==> src/rtl/uart_irq_pkg.sv <==
package uart_irq_pkg;
  typedef enum logic [2:0] {
    ID_NONE  = 3'd0,
    ID_LINE  = 3'd1,
    ID_RDY   = 3'd2,
    ID_TMO   = 3'd3,
    ID_THRE  = 3'd4,
    ID_TXC   = 3'd5,
    ID_MODEM = 3'd6
  } irq_id_e;

  localparam int EN_W     = 5;
  localparam int EN_RX    = 0;
  localparam int EN_THRE  = 1;
  localparam int EN_TXC   = 2;
  localparam int EN_LINE  = 3;
  localparam int EN_MODEM = 4;

  localparam int NSTICKY  = 4;
  localparam int S_THRE   = 0;
  localparam int S_TXC    = 1;
  localparam int S_LINE   = 2;
  localparam int S_MODEM  = 3;
endpackage

==> src/rtl/uart_irq_sticky.sv <==
module uart_irq_sticky (
  input  logic clk,
  input  logic rst_n,
  input  logic set_i,
  input  logic clr_i,
  output logic pend_o
);
  logic pend_q, pend_d;

  always_comb begin
    pend_d = pend_q;
    if (clr_i) pend_d = 1'b0;
    if (set_i) pend_d = 1'b1;
  end

  always_ff @(posedge clk or negedge rst_n) begin
    if (!rst_n) pend_q <= 1'b0;
    else        pend_q <= pend_d;
  end

  assign pend_o = pend_q;
endmodule

==> src/rtl/uart_irq_rx_tmo.sv <==
module uart_irq_rx_tmo #(
  parameter int CNT_W   = 5,
  parameter int FRAME_W = 4
) (
  input  logic               clk,
  input  logic               rst_n,
  input  logic               fifo_en_i,
  input  logic [CNT_W-1:0]   rx_count_i,
  input  logic [CNT_W-1:0]   trig_lvl_i,
  input  logic [FRAME_W-1:0] frame_bits_i,
  input  logic               bit_tick_i,
  input  logic               access_i,
  output logic               tmo_o
);
  localparam int IDLE_W = FRAME_W + 2;

  logic [IDLE_W-1:0] idle_q, idle_d, limit;
  logic              tmo_q, tmo_d;
  logic              empty, below, idle_en;

  always_comb begin
    limit   = {frame_bits_i, 2'b00};
    empty   = (rx_count_i == '0);
    below   = (rx_count_i < trig_lvl_i);
    idle_en = empty | access_i | (bit_tick_i & (idle_q < limit));
    idle_d  = idle_q;
    if (empty || access_i)
      idle_d = '0;
    else if (bit_tick_i && (idle_q < limit))
      idle_d = idle_q + 1'b1;

    tmo_d = tmo_q;
    if (empty)
      tmo_d = 1'b0;
    else if (fifo_en_i && below && !access_i && (limit != '0) && (idle_q >= limit))
      tmo_d = 1'b1;
  end

  always_ff @(posedge clk or negedge rst_n) begin
    if (!rst_n)       idle_q <= '0;
    else if (idle_en) idle_q <= idle_d;
  end

  always_ff @(posedge clk or negedge rst_n) begin
    if (!rst_n) tmo_q <= 1'b0;
    else        tmo_q <= tmo_d;
  end

  assign tmo_o = tmo_q;

  p_tmo_hold_r7: assert property (@(posedge clk) disable iff (!rst_n)
    (tmo_o && rx_count_i != '0) |=> tmo_o);
  p_tmo_drain_r7: assert property (@(posedge clk) disable iff (!rst_n)
    (rx_count_i == '0) |=> !tmo_o);
  p_tmo_quiet_r6: assert property (@(posedge clk) disable iff (!rst_n)
    $rose(tmo_o) |-> $past(!access_i && fifo_en_i));
endmodule

==> src/rtl/uart_irq_prio.sv <==
module uart_irq_prio
  import uart_irq_pkg::*;
(
  input  logic            line_i,
  input  logic            rdy_i,
  input  logic            tmo_i,
  input  logic            thre_i,
  input  logic            txc_i,
  input  logic            modem_i,
  input  logic [EN_W-1:0] en_i,
  output logic            irq_o,
  output irq_id_e         id_o
);
  logic l_en, r_en, t_en, h_en, c_en, m_en;

  always_comb begin
    l_en = line_i  & en_i[EN_LINE];
    r_en = rdy_i   & en_i[EN_RX];
    t_en = tmo_i   & en_i[EN_RX];
    h_en = thre_i  & en_i[EN_THRE];
    c_en = txc_i   & en_i[EN_TXC];
    m_en = modem_i & en_i[EN_MODEM];
    irq_o = l_en | r_en | t_en | h_en | c_en | m_en;
    if (l_en)      id_o = ID_LINE;
    else if (r_en) id_o = ID_RDY;
    else if (t_en) id_o = ID_TMO;
    else if (h_en) id_o = ID_THRE;
    else if (c_en) id_o = ID_TXC;
    else if (m_en) id_o = ID_MODEM;
    else           id_o = ID_NONE;
  end
endmodule

==> src/rtl/uart_irq_ctrl.sv <==
module uart_irq_ctrl
  import uart_irq_pkg::*;
#(
  parameter int FIFO_DEPTH = 16,
  parameter int FRAME_W    = 4,
  parameter int MSC_W      = 4,
  parameter int CNT_W      = $clog2(FIFO_DEPTH + 1)
) (
  input  logic               clk,
  input  logic               rst_n,
  input  logic [EN_W-1:0]    en_i,
  input  logic               fifo_en_i,
  input  logic               nine_bit_i,
  input  logic [CNT_W-1:0]   trig_lvl_i,
  input  logic [CNT_W-1:0]   rx_count_i,
  input  logic [FRAME_W-1:0] frame_bits_i,
  input  logic               bit_tick_i,
  input  logic               hold_empty_i,
  input  logic               shift_done_i,
  input  logic               par_err_i,
  input  logic               frm_err_i,
  input  logic               ovr_err_i,
  input  logic               brk_i,
  input  logic [MSC_W-1:0]   msc_i,
  input  logic               thr_wr_i,
  input  logic               rbr_rd_i,
  input  logic               fifo_wr_i,
  input  logic               lsr_rd_i,
  input  logic               msr_rd_i,
  output logic               irq_o,
  output logic [2:0]         irq_id_o
);
  logic [1:0]         rst_pipe;
  logic               rst_sync_n;
  logic               hold_empty_q;
  logic               thre_rise, line_set, data_rdy, tmo_pend;
  logic [NSTICKY-1:0] s_set, s_clr, s_pend;
  irq_id_e            id;

  always_ff @(posedge clk or negedge rst_n) begin
    if (!rst_n) rst_pipe <= 2'b00;
    else        rst_pipe <= {rst_pipe[0], 1'b1};
  end
  assign rst_sync_n = rst_pipe[1];

  always_ff @(posedge clk or negedge rst_sync_n) begin
    if (!rst_sync_n) hold_empty_q <= 1'b0;
    else             hold_empty_q <= hold_empty_i;
  end

  always_comb begin
    thre_rise = hold_empty_i & ~hold_empty_q;
    line_set  = (par_err_i & ~nine_bit_i) | frm_err_i | ovr_err_i | brk_i;
    data_rdy  = fifo_en_i ? (rx_count_i >= trig_lvl_i) : (rx_count_i != '0);
    s_set          = '0;
    s_clr          = '0;
    s_set[S_THRE]  = thre_rise;
    s_clr[S_THRE]  = thr_wr_i;
    s_set[S_TXC]   = shift_done_i;
    s_clr[S_TXC]   = thr_wr_i;
    s_set[S_LINE]  = line_set;
    s_clr[S_LINE]  = lsr_rd_i;
    s_set[S_MODEM] = |msc_i;
    s_clr[S_MODEM] = msr_rd_i;
  end

  for (genvar g = 0; g < NSTICKY; g++) begin : g_src
    uart_irq_sticky u_flag (
      .clk    (clk),
      .rst_n  (rst_sync_n),
      .set_i  (s_set[g]),
      .clr_i  (s_clr[g]),
      .pend_o (s_pend[g])
    );
  end

  uart_irq_rx_tmo #(.CNT_W(CNT_W), .FRAME_W(FRAME_W)) u_tmo (
    .clk          (clk),
    .rst_n        (rst_sync_n),
    .fifo_en_i    (fifo_en_i),
    .rx_count_i   (rx_count_i),
    .trig_lvl_i   (trig_lvl_i),
    .frame_bits_i (frame_bits_i),
    .bit_tick_i   (bit_tick_i),
    .access_i     (fifo_wr_i | rbr_rd_i),
    .tmo_o        (tmo_pend)
  );

  uart_irq_prio u_prio (
    .line_i  (s_pend[S_LINE]),
    .rdy_i   (data_rdy),
    .tmo_i   (tmo_pend),
    .thre_i  (s_pend[S_THRE]),
    .txc_i   (s_pend[S_TXC]),
    .modem_i (s_pend[S_MODEM]),
    .en_i    (en_i),
    .irq_o   (irq_o),
    .id_o    (id)
  );

  assign irq_id_o = id;

  p_id_irq_r12: assert property (@(posedge clk) disable iff (!rst_sync_n)
    irq_o == (irq_id_o != ID_NONE));
  p_mask_r11: assert property (@(posedge clk) disable iff (!rst_sync_n)
    (en_i == '0) |-> !irq_o);
  p_tx_clear_r3: assert property (@(posedge clk) disable iff (!rst_sync_n)
    (thr_wr_i && !shift_done_i && !thre_rise) |=> (!s_pend[S_TXC] && !s_pend[S_THRE]));
  p_line_clear_r8: assert property (@(posedge clk) disable iff (!rst_sync_n)
    (lsr_rd_i && !frm_err_i && !ovr_err_i && !brk_i && !par_err_i) |=> !s_pend[S_LINE]);
  p_addr_byte_r9: assert property (@(posedge clk) disable iff (!rst_sync_n)
    (nine_bit_i && !frm_err_i && !ovr_err_i && !brk_i && !s_pend[S_LINE]) |=> !s_pend[S_LINE]);
  p_modem_clear_r10: assert property (@(posedge clk) disable iff (!rst_sync_n)
    (msr_rd_i && msc_i == '0) |=> !s_pend[S_MODEM]);
endmodule

==> config.mk <==
export PLATFORM = sky130hd
export DESIGN_NAME = uart_irq_ctrl
export DESIGN_NICKNAME = d
export VERILOG_FILES = /design/src/rtl/uart_irq_pkg.sv /design/src/rtl/uart_irq_sticky.sv /design/src/rtl/uart_irq_rx_tmo.sv /design/src/rtl/uart_irq_prio.sv /design/src/rtl/uart_irq_ctrl.sv
export SDC_FILE = /design/constraint.sdc
export NUM_CORES = 1
export LEC_CHECK = 0
export ABC_AREA = 1
export BUFFER_PORTS_ARGS = -buffer_cell sky130_fd_sc_hd__buf_2
export CORE_MARGIN = 2
export CORE_UTILIZATION = 43
export DETAILED_ROUTE_END_ITERATION = 10
export PLACE_DENSITY = 0.75
export SLEW_MARGIN = 20
export SYNTH_ARGS = -nofsm -noshare
export SYNTH_HDL_FRONTEND = slang
export SYNTH_SLANG_ARGS = --single-unit
==> constraint.sdc <==
create_clock -name clk -period 1.6 [get_ports clk]
set_clock_uncertainty 0.15 [all_clocks]
set_input_delay 0.32 -clock clk [delete_from_list [all_inputs] [get_ports clk]]
set_output_delay 0.32 -clock clk [all_outputs]
set_load 0.1 [all_outputs]
* Word level (Yosys, flattened, before mapping)
Cells that the tools add are included.
** Storage, ports and cells
- Word-level logic and storage cells :: 71
- Register bits after elaboration :: 14
- Output and inout bits :: 4
** Operators by class
- Bitwise logic cells :: 22
- Add/subtract/negate cells :: 1
- $lt $le $gt $ge :: 4
- Muxes and demuxes :: 18
- Reduce and logical (&&, ||, !) cells :: 18
** Operators by type and width (count)
- two-way mux 3 bit :: 6
- two-way mux 6 bit :: 2
- nonzero test 2 bit :: 6
- OR 1 bit :: 11
- two-way mux 1 bit :: 10
- bitwise AND 1 bit :: 9
- adder 6 x 1 -> 6 bit, second input constant :: 1
- >= comparator 6 bit :: 1
- less-than comparator 6 bit :: 1
- >= comparator 5 bit :: 1
- logical AND 1 bit :: 5
- zero test 5 bit :: 1
- less-than comparator 5 bit :: 1
- nonzero test 5 bit :: 1
- nonzero test 4 bit :: 1
- OR reduction 4 bit :: 1
- NOT 1 bit :: 2
- AND reduction 2 bit :: 1
- zero test 1 bit :: 1
- logical OR 1 bit :: 1

* Longest topological paths before layout
- Depth in word-level cells :: 8
- Mapped depth :: 11
- Mapped depth without buffers :: 11

* Cells and area by module
Synthesis repeated with hierarchy kept, for this count alone.
** Unflattened totals
- Cell total of the unflattened synthesis :: 179
- Area, all modules :: 1211.2 µm²
** By module, submodules not included
- uart_irq_rx_tmo :: area an instance 686.9 µm², cells an instance 99, times used 1
- uart_irq_ctrl :: area an instance 279.0 µm², cells an instance 40, times used 1
- uart_irq_sticky :: area an instance 40.0 µm², cells an instance 5, times used 4
- uart_irq_prio :: area an instance 85.1 µm², cells an instance 20, times used 1

* Least setup slack after synthesis
Ideal clock, no wire load.
- Path type :: input-to-output
- Start point :: in trig_lvl_i[2]
- End point :: out irq_id_o[1]
- Cell stages on the path :: 8
- Data arrival time :: 2.492 ns
- Buffers on the path :: 0
- Setup slack :: -1.362 ns
- Cells stage by stage :: inv_1 -> ha_1 -> nand2_1 -> a21oi_1 -> nor2_1 -> nand3_1 -> nand2_1 -> a21oi_1
** Between the ends
- Longest elaborated chain between the ends :: 5
** Ends and longest elaborated chain
- start: declaration :: line uart_irq_ctrl.sv:14 : input logic [CNT_W-1:0] trig_lvl_i,
- >= comparator 5 bit :: line uart_irq_ctrl.sv:54 : data_rdy = fifo_en_i ? (rx_count_i >= trig_lvl_i) : (rx_count_i != '0);
- two-way mux 1 bit :: line uart_irq_ctrl.sv:54
- bitwise AND 1 bit :: line uart_irq_prio.sv:18 : r_en = rdy_i & en_i[EN_RX];
- two-way mux 3 bit :: line uart_irq_prio.sv:25 : else if (r_en) id_o = ID_RDY;
- two-way mux 3 bit :: line uart_irq_prio.sv:24 : if (l_en) id_o = ID_LINE;
- end: declaration :: line uart_irq_ctrl.sv:31 : output logic [2:0] irq_id_o
Every way passes these cells.

* Final worst setup path
Same ends and word-level chain as after synthesis.

==> results.md <==
Run status:
- The run finished, with violations left.
- The checks that failed: setup timing.

Final layout:
- The repair_antennas step left the layout with diodes totalling 0.
- The area growth from synthesis to final layout is 63.5%.
- At the end of the flow the core is filled with cells to 0.761.
- At the end of the flow, the number of nets in the layout was 259.
- The number of standard cells in the final layout excluding fillers is around 240.
- The fraction of final layout cells sized beyond drive strength 1 is 0.462.
- After routing the design area is 0.00172 sq mm.
- The total of fill cells in the finished design is 177.

Floorplan:
- The area of the die is 0.00285 sq mm.
- For this configuration, the core starts out at a cell density of 0.466.
- The floorplan has 17 rows.
- Measured along the y axis, the die boundary spans 53.4 um.
- The core region is 0.00225 sq mm.
- The number of placed I/O pins is 43.
- The die outline width is 53.4 um.

Critical path:
- The most critical setup path has its startpoint at trig_lvl_i[2].
- The worst setup path is captured at an output port.
- Of all nets on the critical path, the largest fanout is 4.
- STA classifies the critical path startpoint as an input port.
- The worst path required time is 1130 ps.
- In this run the critical register-to-register path is launched from u_tmo.idle_q[3].
- The kind of critical path is in2out.
- Counting cells, the worst reg-to-reg path comes to 7.
- In this run the register-to-register setup slack is -10 ps.
- In this run the critical register-to-register path is captured at u_tmo.idle_q[3].
- The data arrival time at the worst-slack endpoint is approximately 1500 ps.

Power and ir drop:
- The analysis attributes to cell leakage a power of between 0.9 and 1 nW.
- The share of total power dissipated in combinational logic is 0.376.
- In this run the power spent charging and discharging nets is 0.349 mW.
- IR analysis of the VDD net gives a maximum drop of approximately 520 uV.
- The share of total power dissipated in the clock network is 0.248.
- The share of total power dissipated in sequential elements is 0.375.
- Of the total power, the share spent switching nets is 0.338.
- For this design the ratio of total power to cell area is 601 mW/mm^2.
- The internal power of the cells totals 0.683 mW.

STA:
- Setup repair after global routing could not meet its margin everywhere.
- In the post-route analysis, the smallest setup slack over all paths is -370 ps.
- Timing would allow up to just over 500 MHz.
- The final hold violation count is 0.
- The number of setup violations in the final report is 5.
- The final total negative setup slack is -1310 ps.
- The number of pins with negative max-slew slack in the final report came to 0.
- Subtracting the final worst setup slack from the clock period gives 1970 ps.
- Dividing the final minimum period by the clock period gives 1.23.

Hold path:
- The class of the tightest hold or removal check is reg2async.

Logic synthesis:
- The cell taking the most area after synthesis is sky130_fd_sc_hd__dfrtp_1.
- The adder and majority gate portion of the synthesized area is 0.131.
- Yosys attributes the largest share of cell area to sky130_fd_sc_hd__dfrtp_1 (33%), sky130_fd_sc_hd__ha_1 (13%), sky130_fd_sc_hd__inv_1 (12%).
- The portion of synthesized area spent on multiplexers is 0.
- Of the total synthesized cell area, the portion taken by XOR and XNOR cells is 0.00834.
- The synthesized cell area is 0.00105 sq mm.
- The count of distinct cell types in the synthesized netlist is 27.
- The area fraction in and, or, nand and nor cells after synthesis is 0.308.
- The share of the yosys chip area belonging to registers is 0.334.
- The Yosys warning count is 0.
- The proportion of netlist area held by the largest area contributor is 0.334.
- Each instance of the synthesized netlist takes up on average 7.09 sq um.
- The number of nets handed over by synthesis was 198.
- The compound-gate portion of the synthesized area is 0.0906.
- The number of instances in the synthesized netlist is 148.
- After synthesis, the largest family of logic cells by area is simple AND/OR/NAND/NOR gates.
- The synthesized design contains 14 register bits.

Flow run:
- Max-cap violations in this run came to 0.

Route:
- Using the TritonRoute via totals, the vias-per-cell ratio works out to 4.96.
- After detailed routing, the average wire length per cell comes to 11.6 um.
- The number of search-and-repair iterations in the first detailed-routing pass is 4.
- The first routing iteration left 13 violations.
- The number of design rule violations left after detail routing is 0.
- Once detail routing completed, the nets flagged for antenna violations numbered 0.
- The via total after detailed routing is 1170.
- The routed wire length is 2.73 mm.

Place:
- In this run the tool buffered the top-level ports with 42 buffer cells.
- The HPWL after detailed placement is 2.09 mm.
- The final weighted congestion in routability-driven placement is roughly 0.75.
- The placed cell count is around 230.
- The post-place setup slack is -452 ps.
- After detailed placement, the total cell area comes to 0.00150 sq mm.

GRT:
- The number of antenna violations at the first check in global routing is 0.
- The number of global-route vias before repair is about 1200.
- The global-route total usage across every layer is 0.202.
- Entering global routing, the biggest net connects 13 pins.
- Summed over all layers, the global routing overflow is 0.
- The wire length of the first global-routing pass is 4.33 mm.

CTS:
- Clock-pin slew was measured on the worst setup and hold paths at approximately 90 ps.
- The number of sinks handled by clock tree synthesis is 14.
- In this run the deepest clock path goes through 2 buffers.
- Clock tree synthesis selected as its root buffer the cell sky130_fd_sc_hd__clkbuf_4.
- In this run, CTS created clock tree buffers numbering 3.
- The clock reaches the later pin of the worst-skew pair after 290 ps.
- TritonCTS built the clock tree.
- CTS built an H-tree with a depth of 1.
kinds of logic after synthesis:
kind of cell / Yosys count
simple gates: 70
buf+inv: 35
compound gates: 16
flops: 14
fa+ha+maj: 11
xor+xnor: 1
other cells: 1
Yosys cell counts:
cell	count
sky130_fd_sc_hd__nand2_1	32
sky130_fd_sc_hd__nand3b_2	1
sky130_fd_sc_hd__nand3_2	2
sky130_fd_sc_hd__a21oi_1	5
sky130_fd_sc_hd__o21bai_1	1
sky130_fd_sc_hd__nand2_2	3
sky130_fd_sc_hd__dfrtp_1	14
sky130_fd_sc_hd__o22ai_1	1
sky130_fd_sc_hd__nor2_1	13
sky130_fd_sc_hd__ha_1	11
sky130_fd_sc_hd__a21oi_2	1
sky130_fd_sc_hd__o21ai_0	4
sky130_fd_sc_hd__a31oi_1	1
sky130_fd_sc_hd__or2_2	1
sky130_fd_sc_hd__conb_1	1
sky130_fd_sc_hd__nor4_1	1
sky130_fd_sc_hd__inv_2	2
sky130_fd_sc_hd__o221ai_1	1
sky130_fd_sc_hd__xor2_1	1
sky130_fd_sc_hd__inv_1	33
sky130_fd_sc_hd__o21a_1	1
sky130_fd_sc_hd__or2_0	1
sky130_fd_sc_hd__nand3_1	10
sky130_fd_sc_hd__nor2_2	2
sky130_fd_sc_hd__o21ai_1	1
sky130_fd_sc_hd__nand4_1	2
sky130_fd_sc_hd__nor3_1	2
layout by cell type (no fill, tap or decap), drive strengths merged:
cell type,count
a21oi,6
a31oi,1
buf,54
clkbuf,4
conb,1
dfrtp,14
dlygate4sd3,2
ha,11
inv,35
nand2,35
nand3,12
nand3b,1
nand4,2
nor2,15
nor3,2
nor4,1
o21a,1
o21ai,5
o21bai,1
o221ai,1
o22ai,1
or2,2
xor2,1
power groups by stage:
stage / Sequential (mW) / Clock (mW) / Combinational (mW)
floorplan: 0.391 / 0 / 0.210
global placement: 0.394 / 0 / 0.331
detailed placement: 0.395 / 0 / 0.341
CTS: 0.388 / 0.260 / 0.367
global route: 0.391 / 0.278 / 0.423
finish: 0.387 / 0.256 / 0.388
sequential cells by signal (all words and copies together), names as in the netlist:
| signal | count |
|---|---|
| u_tmo.idle_q | 6 |
| hold_empty_q | 1 |
| rst_pipe | 2 |
| g_src.u_flag.pend_o | 4 |
| u_tmo.tmo_o | 1 |
area by class of cell:
cell class              instances  area (sq um)  area share
flip-flops and latches         14           352       0.205
multi-input cells              99           727       0.423
inverters                      35           141      0.0824
clock buffers                   4          36.3      0.0211
well taps                      28          35.0      0.0204
repair buffers                 56           425       0.248
worst max path at each step:
| stage | endpoint | depth (start not counted) | slack [ps] |
|---|---|---|---|
| CTS | irq_id_o[1] | 9 | -340 |
| finish | irq_id_o[1] | 10 | -370 |
| global placement | irq_id_o[1] | 10 | -410 |
| floorplan | irq_id_o[1] | 8 | -460 |
| detailed placement | irq_id_o[1] | 10 | -450 |
| global route | irq_id_o[2] | 11 | -420 |
stage by stage:
| stage | total power, mW | hold slack [ps] |
|---|---|---|
| final | 1.03 | 33.6 |
| after global routing | 1.09 | 68.7 |
| after CTS | 1.01 | 6.41 |
| after detailed placement | 0.736 | -42.5 |
| after global placement | 0.725 | -46.2 |
| after floorplan | 0.601 | -126 |
critical path, stage by stage:
cell	delay, ps
sky130_fd_sc_hd__buf_8	80
sky130_fd_sc_hd__inv_8	30
sky130_fd_sc_hd__ha_4	270
sky130_fd_sc_hd__nand2_4	50
sky130_fd_sc_hd__a21oi_2	130
sky130_fd_sc_hd__nor2_1	50
sky130_fd_sc_hd__nand3_1	70
sky130_fd_sc_hd__nand2_2	100
sky130_fd_sc_hd__a21oi_4	190
sky130_fd_sc_hd__buf_12	190
layer usage:
metal / part of all wire / track usage / wire length (um)
met1: 0.36 / 0.213 / 973
met2: 0.57 / 0.401 / 1550
met3: 0.038 / 0.0311 / 104
met4: 0.038 / 0.0556 / 105
met5: 0 / 0 / 0
timing repair:
item,4_1_cts,5_1_grt
hold buffers,1,1
gates cloned,0,0
setup buffers,4,1
pin swaps,14,7
setup endpoints to repair,6,11
gates resized for setup,14,16
endpoints found under the hold margin,2,1
(Power assumes the default switching activity.)
